### src/rtl/szadd_pkg.sv
package szadd_pkg;

  // Active operand width; the code is also the lane index in the datapath.
  typedef enum logic [1:0] {
    SZ8  = 2'd0,
    SZ16 = 2'd1,
    SZ32 = 2'd2,
    SZ64 = 2'd3
  } opSize_e;

  localparam int NUM_SIZES = 4;

  // Strobes from control to datapath.
  typedef struct packed {
    logic    loadResult;
    logic    loadFault;
    opSize_e size;
  } ctrlStrobe_t;

endpackage

### src/rtl/szadd_ctrl.sv
module szadd_ctrl
  import szadd_pkg::*;
(
  input  logic        clk,
  input  logic        rstN,
  input  logic        inValid,
  input  logic [1:0]  opSel,
  input  logic        wideOp,
  input  logic        lockReq,
  input  logic        dstIsMem,
  output ctrlStrobe_t strobe,
  output logic        outValid,
  output logic        lockFault
);

  opSize_e sizeDec;
  logic    faultNow;
  logic    validQ;
  logic    faultQ;

  // Width decode: the explicit wide control wins, code 3 falls back to 32.
  always_comb begin
    if (wideOp) begin
      sizeDec = SZ64;
    end else begin
      unique case (opSel)
        2'd0:    sizeDec = SZ8;
        2'd1:    sizeDec = SZ16;
        default: sizeDec = SZ32;
      endcase
    end
  end

  assign faultNow = lockReq & ~dstIsMem;

  always_comb begin
    strobe.loadResult = inValid & ~faultNow;
    strobe.loadFault  = inValid & faultNow;
    strobe.size       = sizeDec;
  end

  always_ff @(posedge clk) begin
    if (!rstN) begin
      validQ <= 1'b0;
      faultQ <= 1'b0;
    end else begin
      validQ <= inValid;
      faultQ <= inValid & faultNow;
    end
  end

  assign outValid  = validQ;
  assign lockFault = faultQ;

  // a request produces a result pulse on the next edge
  a_r8_valid_follows: assert property (@(posedge clk) disable iff (!rstN)
    inValid |=> outValid);

  // no request, no pulse
  a_r8_valid_idle: assert property (@(posedge clk) disable iff (!rstN)
    !inValid |=> !outValid);

  // locked register destination is refused
  a_r9_fault_raised: assert property (@(posedge clk) disable iff (!rstN)
    (inValid && lockReq && !dstIsMem) |=> (lockFault && outValid));

  // locked memory destination completes normally
  a_r9_mem_lock_ok: assert property (@(posedge clk) disable iff (!rstN)
    (inValid && lockReq && dstIsMem) |=> !lockFault);

  // a fault never shows without a result pulse
  a_r9_fault_with_valid: assert property (@(posedge clk) disable iff (!rstN)
    lockFault |-> outValid);

endmodule

### src/rtl/szadd_dp.sv
module szadd_dp
  import szadd_pkg::*;
#(
  parameter int DATA_W      = 64,
  parameter int IMM_W       = 32,
  parameter int IMM_SHORT_W = 8
) (
  input  logic              clk,
  input  logic              rstN,
  input  ctrlStrobe_t       strobe,
  input  logic [DATA_W-1:0] dstVal,
  input  logic [DATA_W-1:0] srcReg,
  input  logic [IMM_W-1:0]  immVal,
  input  logic              srcIsImm,
  input  logic              immWide,
  output logic [DATA_W-1:0] sumOut,
  output logic              flagCarry,
  output logic              flagParity,
  output logic              flagAux,
  output logic              flagZero,
  output logic              flagSign,
  output logic              flagOvf
);

  localparam int BYTE_W = DATA_W >> (NUM_SIZES - 1);

  logic [DATA_W-1:0] immExt;
  logic [DATA_W-1:0] opB;
  logic [DATA_W-1:0] laneSum   [NUM_SIZES];
  logic              laneCarry [NUM_SIZES];
  logic              laneOvf   [NUM_SIZES];
  logic              laneSign  [NUM_SIZES];

  logic [DATA_W-1:0] resNext;
  logic              cfNext, ofNext, sfNext, zfNext, afNext, pfNext;

  logic [DATA_W-1:0] sumQ;
  logic              cfQ, pfQ, afQ, zfQ, sfQ, ofQ;
  opSize_e           sizeQ;

  // Immediate sign extension to full width; lanes truncate afterwards.
  assign immExt = immWide
    ? {{(DATA_W-IMM_W){immVal[IMM_W-1]}}, immVal}
    : {{(DATA_W-IMM_SHORT_W){immVal[IMM_SHORT_W-1]}}, immVal[IMM_SHORT_W-1:0]};

  assign opB = srcIsImm ? immExt : srcReg;

  // One adder lane per operand width, each with its own carry and sign.
  for (genvar i = 0; i < NUM_SIZES; i++) begin : g_lane
    localparam int LW = DATA_W >> (NUM_SIZES - 1 - i);
    logic [LW:0] wideSum;
    assign wideSum      = {1'b0, dstVal[LW-1:0]} + {1'b0, opB[LW-1:0]};
    assign laneSum[i]   = DATA_W'(wideSum[LW-1:0]);
    assign laneCarry[i] = wideSum[LW];
    assign laneSign[i]  = wideSum[LW-1];
    assign laneOvf[i]   = (dstVal[LW-1] == opB[LW-1]) &&
                          (wideSum[LW-1] != dstVal[LW-1]);
  end

  always_comb begin
    resNext = laneSum[strobe.size];
    cfNext  = laneCarry[strobe.size];
    sfNext  = laneSign[strobe.size];
    ofNext  = laneOvf[strobe.size];
    zfNext  = (resNext == '0);
    afNext  = dstVal[4] ^ opB[4] ^ resNext[4];
    pfNext  = ~^resNext[7:0];
  end

  always_ff @(posedge clk) begin
    if (!rstN || strobe.loadFault) begin
      sumQ  <= '0;
      cfQ   <= 1'b0;
      pfQ   <= 1'b0;
      afQ   <= 1'b0;
      zfQ   <= 1'b0;
      sfQ   <= 1'b0;
      ofQ   <= 1'b0;
      sizeQ <= SZ8;
    end else if (strobe.loadResult) begin
      sumQ  <= resNext;
      cfQ   <= cfNext;
      pfQ   <= pfNext;
      afQ   <= afNext;
      zfQ   <= zfNext;
      sfQ   <= sfNext;
      ofQ   <= ofNext;
      sizeQ <= strobe.size;
    end
  end

  assign sumOut     = sumQ;
  assign flagCarry  = cfQ;
  assign flagParity = pfQ;
  assign flagAux    = afQ;
  assign flagZero   = zfQ;
  assign flagSign   = sfQ;
  assign flagOvf    = ofQ;

  function automatic logic signAt(input logic [DATA_W-1:0] v, input opSize_e s);
    unique case (s)
      SZ8:     signAt = v[BYTE_W-1];
      SZ16:    signAt = v[2*BYTE_W-1];
      SZ32:    signAt = v[4*BYTE_W-1];
      default: signAt = v[DATA_W-1];
    endcase
  endfunction

  // byte result never leaks into the upper bits
  a_r1_upper_zero: assert property (@(posedge clk) disable iff (!rstN)
    (strobe.loadResult && strobe.size == SZ8) |=> (sumOut[DATA_W-1:BYTE_W] == '0));

  // sign flag tracks the registered result at its width
  a_r6_sign_match: assert property (@(posedge clk) disable iff (!rstN)
    strobe.loadResult |=> (flagSign == signAt(sumOut, sizeQ)));

  // zero flag agrees with the registered result
  a_r6_zero_match: assert property (@(posedge clk) disable iff (!rstN)
    strobe.loadResult |=> (flagZero == (sumOut == '0)));

  // parity flag agrees with the low byte
  a_r7_parity_match: assert property (@(posedge clk) disable iff (!rstN)
    strobe.loadResult |=> (flagParity == ~^sumOut[7:0]));

  // refused operation clears result and flags
  a_r9_fault_clears: assert property (@(posedge clk) disable iff (!rstN)
    strobe.loadFault |=> (sumOut == '0 && !flagCarry && !flagOvf && !flagZero));

  // idle cycles keep the result stable
  a_r8_hold: assert property (@(posedge clk) disable iff (!rstN)
    (!strobe.loadResult && !strobe.loadFault) |=> $stable(sumOut));

endmodule

### src/rtl/szadd_top.sv
module szadd_top
  import szadd_pkg::*;
#(
  parameter int DATA_W      = 64,
  parameter int IMM_W       = 32,
  parameter int IMM_SHORT_W = 8
) (
  input  logic              clk,
  input  logic              rstN,
  input  logic              inValid,
  input  logic [DATA_W-1:0] dstVal,
  input  logic [DATA_W-1:0] srcReg,
  input  logic [IMM_W-1:0]  immVal,
  input  logic              srcIsImm,
  input  logic              immWide,
  input  logic [1:0]        opSel,
  input  logic              wideOp,
  input  logic              lockReq,
  input  logic              dstIsMem,
  output logic              outValid,
  output logic [DATA_W-1:0] sumOut,
  output logic              flagCarry,
  output logic              flagParity,
  output logic              flagAux,
  output logic              flagZero,
  output logic              flagSign,
  output logic              flagOvf,
  output logic              lockFault
);

  ctrlStrobe_t strobe;

  szadd_ctrl ctrl_i (
    .clk      (clk),
    .rstN     (rstN),
    .inValid  (inValid),
    .opSel    (opSel),
    .wideOp   (wideOp),
    .lockReq  (lockReq),
    .dstIsMem (dstIsMem),
    .strobe   (strobe),
    .outValid (outValid),
    .lockFault(lockFault)
  );

  szadd_dp #(
    .DATA_W     (DATA_W),
    .IMM_W      (IMM_W),
    .IMM_SHORT_W(IMM_SHORT_W)
  ) dp_i (
    .clk       (clk),
    .rstN      (rstN),
    .strobe    (strobe),
    .dstVal    (dstVal),
    .srcReg    (srcReg),
    .immVal    (immVal),
    .srcIsImm  (srcIsImm),
    .immWide   (immWide),
    .sumOut    (sumOut),
    .flagCarry (flagCarry),
    .flagParity(flagParity),
    .flagAux   (flagAux),
    .flagZero  (flagZero),
    .flagSign  (flagSign),
    .flagOvf   (flagOvf)
  );

endmodule

### config.mk
export PLATFORM = sky130hd
export DESIGN_NAME = szadd_top
export DESIGN_NICKNAME = d
export VERILOG_FILES = /design/src/rtl/szadd_pkg.sv /design/src/rtl/szadd_ctrl.sv /design/src/rtl/szadd_dp.sv /design/src/rtl/szadd_top.sv
export SDC_FILE = /design/constraint.sdc
export NUM_CORES = 1
export LEC_CHECK = 0
export BUFFER_PORTS_ARGS = -buffer_cell sky130_fd_sc_hd__buf_4
export CORE_MARGIN = 2
export CORE_UTILIZATION = 50
export DETAILED_ROUTE_END_ITERATION = 8
export GPL_TIMING_DRIVEN = 0
export PLACE_DENSITY_LB_ADDON = 0.3
export SLEW_MARGIN = 10
export SYNTH_ARGS = -nofsm -noshare
export SYNTH_HDL_FRONTEND = slang
export SYNTH_SLANG_ARGS = --single-unit
### constraint.sdc
create_clock -name clk -period 14 [get_ports clk]
set_clock_uncertainty 0.05 [all_clocks]
set_input_delay 2.8 -clock clk [delete_from_list [all_inputs] [get_ports clk]]
set_output_delay 2.8 -clock clk [all_outputs]
set_load 0.05 [all_outputs]
# Word level (Yosys, flattened, before mapping)

Cells that the tools add are included.

Input bits: 170
Logic and storage cells: 56
Output and inout port bits: 72
Bits in registers: 72

Eq/ne operators: 9
Reduce and logical (&&, ||, !) cells: 9
Bitwise gates (word level): 8
Add/subtract/negate cells: 4
$lt $le $gt $ge: 1
Muxes and demuxes: 16

Operator list:

| kind                 | count |
|---|---|
| $mux W64             | 4 |
| $bmux W64 S2         | 1 |
| $add A64 B64 Y65     | 1 |
| $logic_not A64 Y1    | 1 |
| $add A32 B32 Y33     | 1 |
| $add A16 B16 Y17     | 1 |
| $add A8 B8 Y9        | 1 |
| $reduce_xnor A8 Y1   | 1 |
| $bmux W1 S2          | 3 |
| $mux W1              | 6 |
| $eq A1 B1 Y1         | 4 |
| $logic_and A1 B1 Y1  | 4 |
| $ne A1 B1 Y1         | 4 |
| $pmux W2 S2          | 1 |
| $and A1 B1 Y1        | 3 |
| $ge A3 B3 Y1 const B | 1 |
| $not A2 Y3           | 1 |
| $eq A2 B1 Y1 const B | 1 |
| $logic_not A2 Y1     | 1 |
| $mux W2              | 1 |
| $not A1 Y1           | 2 |
| $xor A1 B1 Y1        | 2 |
| $logic_not A1 Y1     | 1 |
| $logic_or A1 B1 Y1   | 1 |

# Logic depth before layout (Yosys ltp)

Depth in word-level cells: 8
Gate-level depth with buffers: 21
Gate-level depth less buffers: 19

# Cells and area by module

A second synthesis with hierarchy kept.

Cells, all modules: 1162
Area, all modules: 8096.5 um^2

By module, submodules not included:

| module     | seq. area each (um^2) | times used | cells an instance | area an instance (um^2) |
|---|---|---|---|---|
| szadd_dp   | 1401.3                | 1          | 1152              | 8005.2 |
| szadd_ctrl | 40.0                  | 1          | 10                | 91.3 |

# Least setup slack after synthesis

OpenSTA, ideal clock, no wires.

Kind: input port to flip-flop
Start point: in immWide
End point: reg dp_i.zfQ, in the netlist dp_i.flagZero
Data arrival time: 6.674 ns
Buffers on the path: 3
Cell stages on the path: 19
Library setup time: 0.057 ns
Required time: 13.893 ns
Path slack: 7.218 ns
Cells stage by stage: clkbuf_1 > nor2b_1 > clkbuf_1 > o21ai_0 > clkbuf_1 > o21ai_0 > ha_1 > nand2_1 > nor2_1 > nand2_1 > or3_1 > o32a_1 > a21oi_1 > mux2i_1 > nand2_1 > or4b_1 > nor4_1 > and4_1 > a21o_1

Cells in the longest elaborated chain, start to end: 7
Elaborated cells on any way between the ends: 9
Classes of those cells: add/sub: 3; mux: 5; reduce/logical: 1

Ends and longest elaborated chain:

| what                                            | RTL line        | RTL |
|---|---|---|
| start, declared                                 | szadd_top.sv:15 | `input logic immWide,` |
| $mux W64 (*)                                    | szadd_dp.sv:43  | `? {{(DATA_W-IMM_W){immVal[IMM_W-1]}}, immVal}` |
| $mux W64 (*)                                    | szadd_dp.sv:46  | `assign opB = srcIsImm ? immExt : srcReg;` |
| $add A64 B64 Y65 (tied with other cells)        | szadd_dp.sv:52  | `assign wideSum = {1'b0, dstVal[LW-1:0]} + {1'b0, opB[LW-1:0]};` |
| $bmux W64 S2 (*)                                | szadd_dp.sv:61  | `resNext = laneSum[strobe.size];` |
| $mux W64 (not written as such) (*) (2 in a row) | szadd_dp.sv:61  |  |
| $logic_not A64 Y1 (*)                           | szadd_dp.sv:65  | `zfNext = (resNext == '0);` |
| end signal, assigned                            | szadd_dp.sv:85  | `zfQ <= zfNext;` |
| end, declared                                   | szadd_dp.sv:38  | `logic cfQ, pfQ, afQ, zfQ, sfQ, ofQ;` |

Every way passes the cells marked *; elsewhere a longest branch is shown, timed or not. The select of a mux whose other input is x is not followed.
A chain may end at the register's enable or synchronous reset.

# Final worst setup path

Ends and elaborated chain as after synthesis.

==> results.toml <==
[sta]
final-setup-viol-count = 0
hold_violations = 0
finalCritPeriodShare = 0.600
grt_setup_unrepaired = "false"
post-route-min-period_ps = 8400
layout_setup_ws_ps = 5600
maxSlewHeadroom = 0.189
slew_violations = 0
maxClockFrequency_ghz = 0.119
tightest_slew_ps = 1200
final.setup.tns_ps = 0

[layout]
most-common-layout-cells = "239 x sky130_fd_sc_hd__buf_4, 195 x sky130_fd_sc_hd__a21oi_1, 149 x sky130_fd_sc_hd__o21ai_0, 127 x sky130_fd_sc_hd__nor2_1, 103 x sky130_fd_sc_hd__nand2_1"
multiInputGateArea_um2 = 6130
syn_to_final_growth_pct = 28.5
final-instance-count-excl-fill = 1648
final_layout_size_suffix_gt1_frac = 0.220
mostFrequentLayoutCell = "sky130_fd_sc_hd__buf_4"
register_area_um2 = 1440
num-fill-cells = 1490
n_antenna_cell = 0
final_nets = 1670

[logic_synthesis]
synth_warnings = 0
async_reset_ff_frac = 0
average_cell_area_after_synthesis_um2 = 6.88
synth_cells = 1182
seq_area_frac_synth = 0.177
synthDistinctLibCells = 83
netlist_top_cells_area = "sky130_fd_sc_hd__dfxtp_1 18%, sky130_fd_sc_hd__a21oi_1 12%, sky130_fd_sc_hd__ha_1 10%"
syn-num-nets = 1421
synth_edf_count = 0
ys_seq_elements = 72
area_share_of_the_leading_cell_type_in_the_synthesized_netlist = 0.177
top_reg_cell_synth = "sky130_fd_sc_hd__dfxtp_1"
synth.largest_area_cell = "sky130_fd_sc_hd__dfxtp_1"
mappedNetlistArea_um2 = 8140

[critical_path]
cp_cell_sequence = "clkbuf_1 -> nor2b_1 -> clkbuf_1 -> o21ai_0 -> clkbuf_1 -> o21ai_0 -> ha_1 -> nand4_1 -> nor4_1 -> nand3_1 -> a21oi_1 -> nor3_1 -> o31ai_1 -> xnor2_1 -> nor2_1 -> a2111o_1 -> nor4_1 -> and4_1 -> a21o_1"
timing.critical_path.fanout_max = 10
timing.critical_path.slowest_cell_delay_ps = 970
crit_required_ps = 14230
startpoint_type = "input port"
critical_path.top_delay_family = "compound AO/OA/AOI/OAI gates"
timing.critical_path.mode_cell = "sky130_fd_sc_hd__clkbuf_1"
crit_type = "in2reg"
critPathSlowestCell = "sky130_fd_sc_hd__o21ai_0"
critical_path_buf_inv_count = 3
end_kind = "flip-flop"
crit_arrival_ps = 8630

[drt]
drt_drc_violations_left = 0
route.detailed.vias_per_inst = 6.01
drt-pass1-iter-count = 5
num_vias = 9907
first_iter_violations = 721
post_route_ant_nets = 0
routed_wirelength_um = 30200
wl_per_cell_um = 18.3

[clock_tree]
clk_root_buffer_cell = "sky130_fd_sc_hd__clkbuf_16"
tritoncts = "done"
cts_max_level = 3
postCtsResizedCells = 0
numClockSinks = 72
clockBufferDepth = 2
numCtsBuffers = 9
ctsHoldBuffers = 0
post-cts-setup-buffer-count = 0
clk_transition_reported_paths_ps = 50
clock_latency_ps = 330

[power_and_ir_drop]
share_clk_of_total_power = 0.206
comb_power_share = 0.564
power.static_leakage_nw = 4.79
internal_power_uw = 569
cellPowerDensity_nw_per_um2 = 98.8
ir_drop_mv = 0.0753
power.share.sequential = 0.230
switching_share = 0.449
power.net_switching_uw = 464

[floorplanning]
die-height_um = 132
ios = 242
chip_width_um = 132
design.die.area_um2 = 17300
floorplan.initialDensity = 0.512
coreArea_um2 = 15900
row_count = 46

[min_path]
holdCritPathClass = "reg2reg"

[status]
outcome = "finished, final reports clean"

[grt]
grt.total_usage = 0.335
grt_remaining_overflow = 0
first_global_vias = 9486
grt_start_max_net_pins = 11
number_of_antenna_violations_at_the_first_check_in_global_routing = 0
wire_length_of_the_first_global_routing_pass_um = 47200

[run]
max-cap-violations = 0

[place]
place.port_buffers = 238
dp_worst_setup_slack_ps = 5570
dpl.hpwl_um = 25100
placed_cells = 1636
gpl.final_weighted_congestion = 0.949
## state kept, by name, indices dropped and copies added (netlist names)
signal            flops
ctrl_i.lockFault      1
dp_i.flagAux          1
dp_i.flagZero         1
dp_i.flagParity       1
dp_i.flagOvf          1
dp_i.sumOut          64
ctrl_i.outValid       1
dp_i.flagSign         1
dp_i.flagCarry        1
## path summary, 6_finish.rpt
path,to,slack [ps],from,depth (start not counted)
setup / recovery,dp_i.flagZero$_SDFFE_PP0P_,5600,immWide,19
hold / removal,dp_i.sumOut[2]$_SDFFE_PP0P_,450,dp_i.sumOut[2]$_SDFFE_PP0P_,2
setup reg to reg,dp_i.flagOvf$_SDFFE_PP0P_,13150,dp_i.flagOvf$_SDFFE_PP0P_,2
hold reg to reg,dp_i.sumOut[2]$_SDFFE_PP0P_,450,dp_i.sumOut[2]$_SDFFE_PP0P_,2
## cell families (layout without fill, tap and decap cells)
family | Yosys count | in the layout | synth area share
AOI/OAI and AO/OA | 481 | 481 | 0.357
xor gates and xnor gates | 63 | 63 | 0.0678
adders and majority gates | 69 | 69 | 0.107
buffers and inverters | 132 | 382 | 0.0697
DFF | 72 | 72 | 0.177
muxes | 19 | 19 | 0.0248
and+or+nand+nor | 346 | 346 | 0.197
## power groups by stage
stage	sequential (mW)	clock (mW)	combinational (mW)
floorplan	0.304	0	0.324
global placement	0.240	0	0.566
detailed placement	0.240	0	0.571
CTS	0.236	0.213	0.574
global route	0.238	0.226	0.627
finish	0.237	0.213	0.583
## stage by stage
| step | cell area (um2) | hold WS [ps] | util | power [mW] |
|---|---|---|---|---|
| floorplan | 8140 | 657 | - | 0.628 |
| global placement | 10200 | 434 | 0.642 | 0.806 |
| detailed placement | 10200 | 439 | 0.642 | 0.811 |
| CTS | 10500 | 451 | 0.658 | 1.02 |
| global route | 10500 | 464 | 0.658 | 1.09 |
| finish | 10500 | 450 | 0.658 | 1.03 |
## synth_stat cells (4+ instances only)
cell type / n
sky130_fd_sc_hd__o21bai_1: 12
sky130_fd_sc_hd__nand4_1: 31
sky130_fd_sc_hd__o21a_1: 10
sky130_fd_sc_hd__o211a_1: 5
sky130_fd_sc_hd__nand2_1: 103
sky130_fd_sc_hd__o211ai_1: 7
sky130_fd_sc_hd__a31oi_1: 8
sky130_fd_sc_hd__mux2i_1: 10
sky130_fd_sc_hd__nor2_1: 127
sky130_fd_sc_hd__dfxtp_1: 72
sky130_fd_sc_hd__ha_1: 68
sky130_fd_sc_hd__nor2b_1: 8
sky130_fd_sc_hd__o31ai_1: 6
sky130_fd_sc_hd__and3_1: 7
sky130_fd_sc_hd__o21ai_0: 149
sky130_fd_sc_hd__a21o_1: 24
sky130_fd_sc_hd__or3_1: 4
sky130_fd_sc_hd__xnor2_1: 38
sky130_fd_sc_hd__o221a_2: 7
sky130_fd_sc_hd__nor4_1: 7
sky130_fd_sc_hd__nand2b_1: 9
sky130_fd_sc_hd__a21oi_2: 5
sky130_fd_sc_hd__nor3_1: 13
sky130_fd_sc_hd__and2_1: 6
sky130_fd_sc_hd__clkbuf_1: 55
sky130_fd_sc_hd__nand3_1: 13
sky130_fd_sc_hd__xor2_1: 25
sky130_fd_sc_hd__a21oi_1: 195
sky130_fd_sc_hd__inv_1: 51
sky130_fd_sc_hd__buf_2: 15
sky130_fd_sc_hd__a211oi_1: 4
sky130_fd_sc_hd__mux2_2: 9
## tightest hold or removal path, delay by kind of cell (launching register included)
kind / cells / cell delay, ps
flops: 1 / 320
simple gates: 1 / 80
compound gates: 1 / 60
## layout make-up
class | instances | area share
Tap cell | 216 | 0.0258
Timing Repair Buffer | 238 | 0.171
Inverter | 52 | 0.0187
Sequential cell | 72 | 0.138
Clock buffer | 10 | 0.0219
Multi-Input combinational cell | 978 | 0.586
Buffer | 80 | 0.0355
Clock inverter | 2 | 0.00335
## metal layers
| metal | wire [um] | global-route usage | up-vias |
|---|---|---|---|
| met5 | 0 | 0 | - |
| met4 | 1450 | 0.146 | 0 |
| met3 | 2350 | 0.0644 | 92 |
| met2 | 14400 | 0.586 | 471 |
| met1 | 12000 | 0.399 | 4577 |
| li1 | - | - | 4767 |
(Power assumes the default switching activity.)
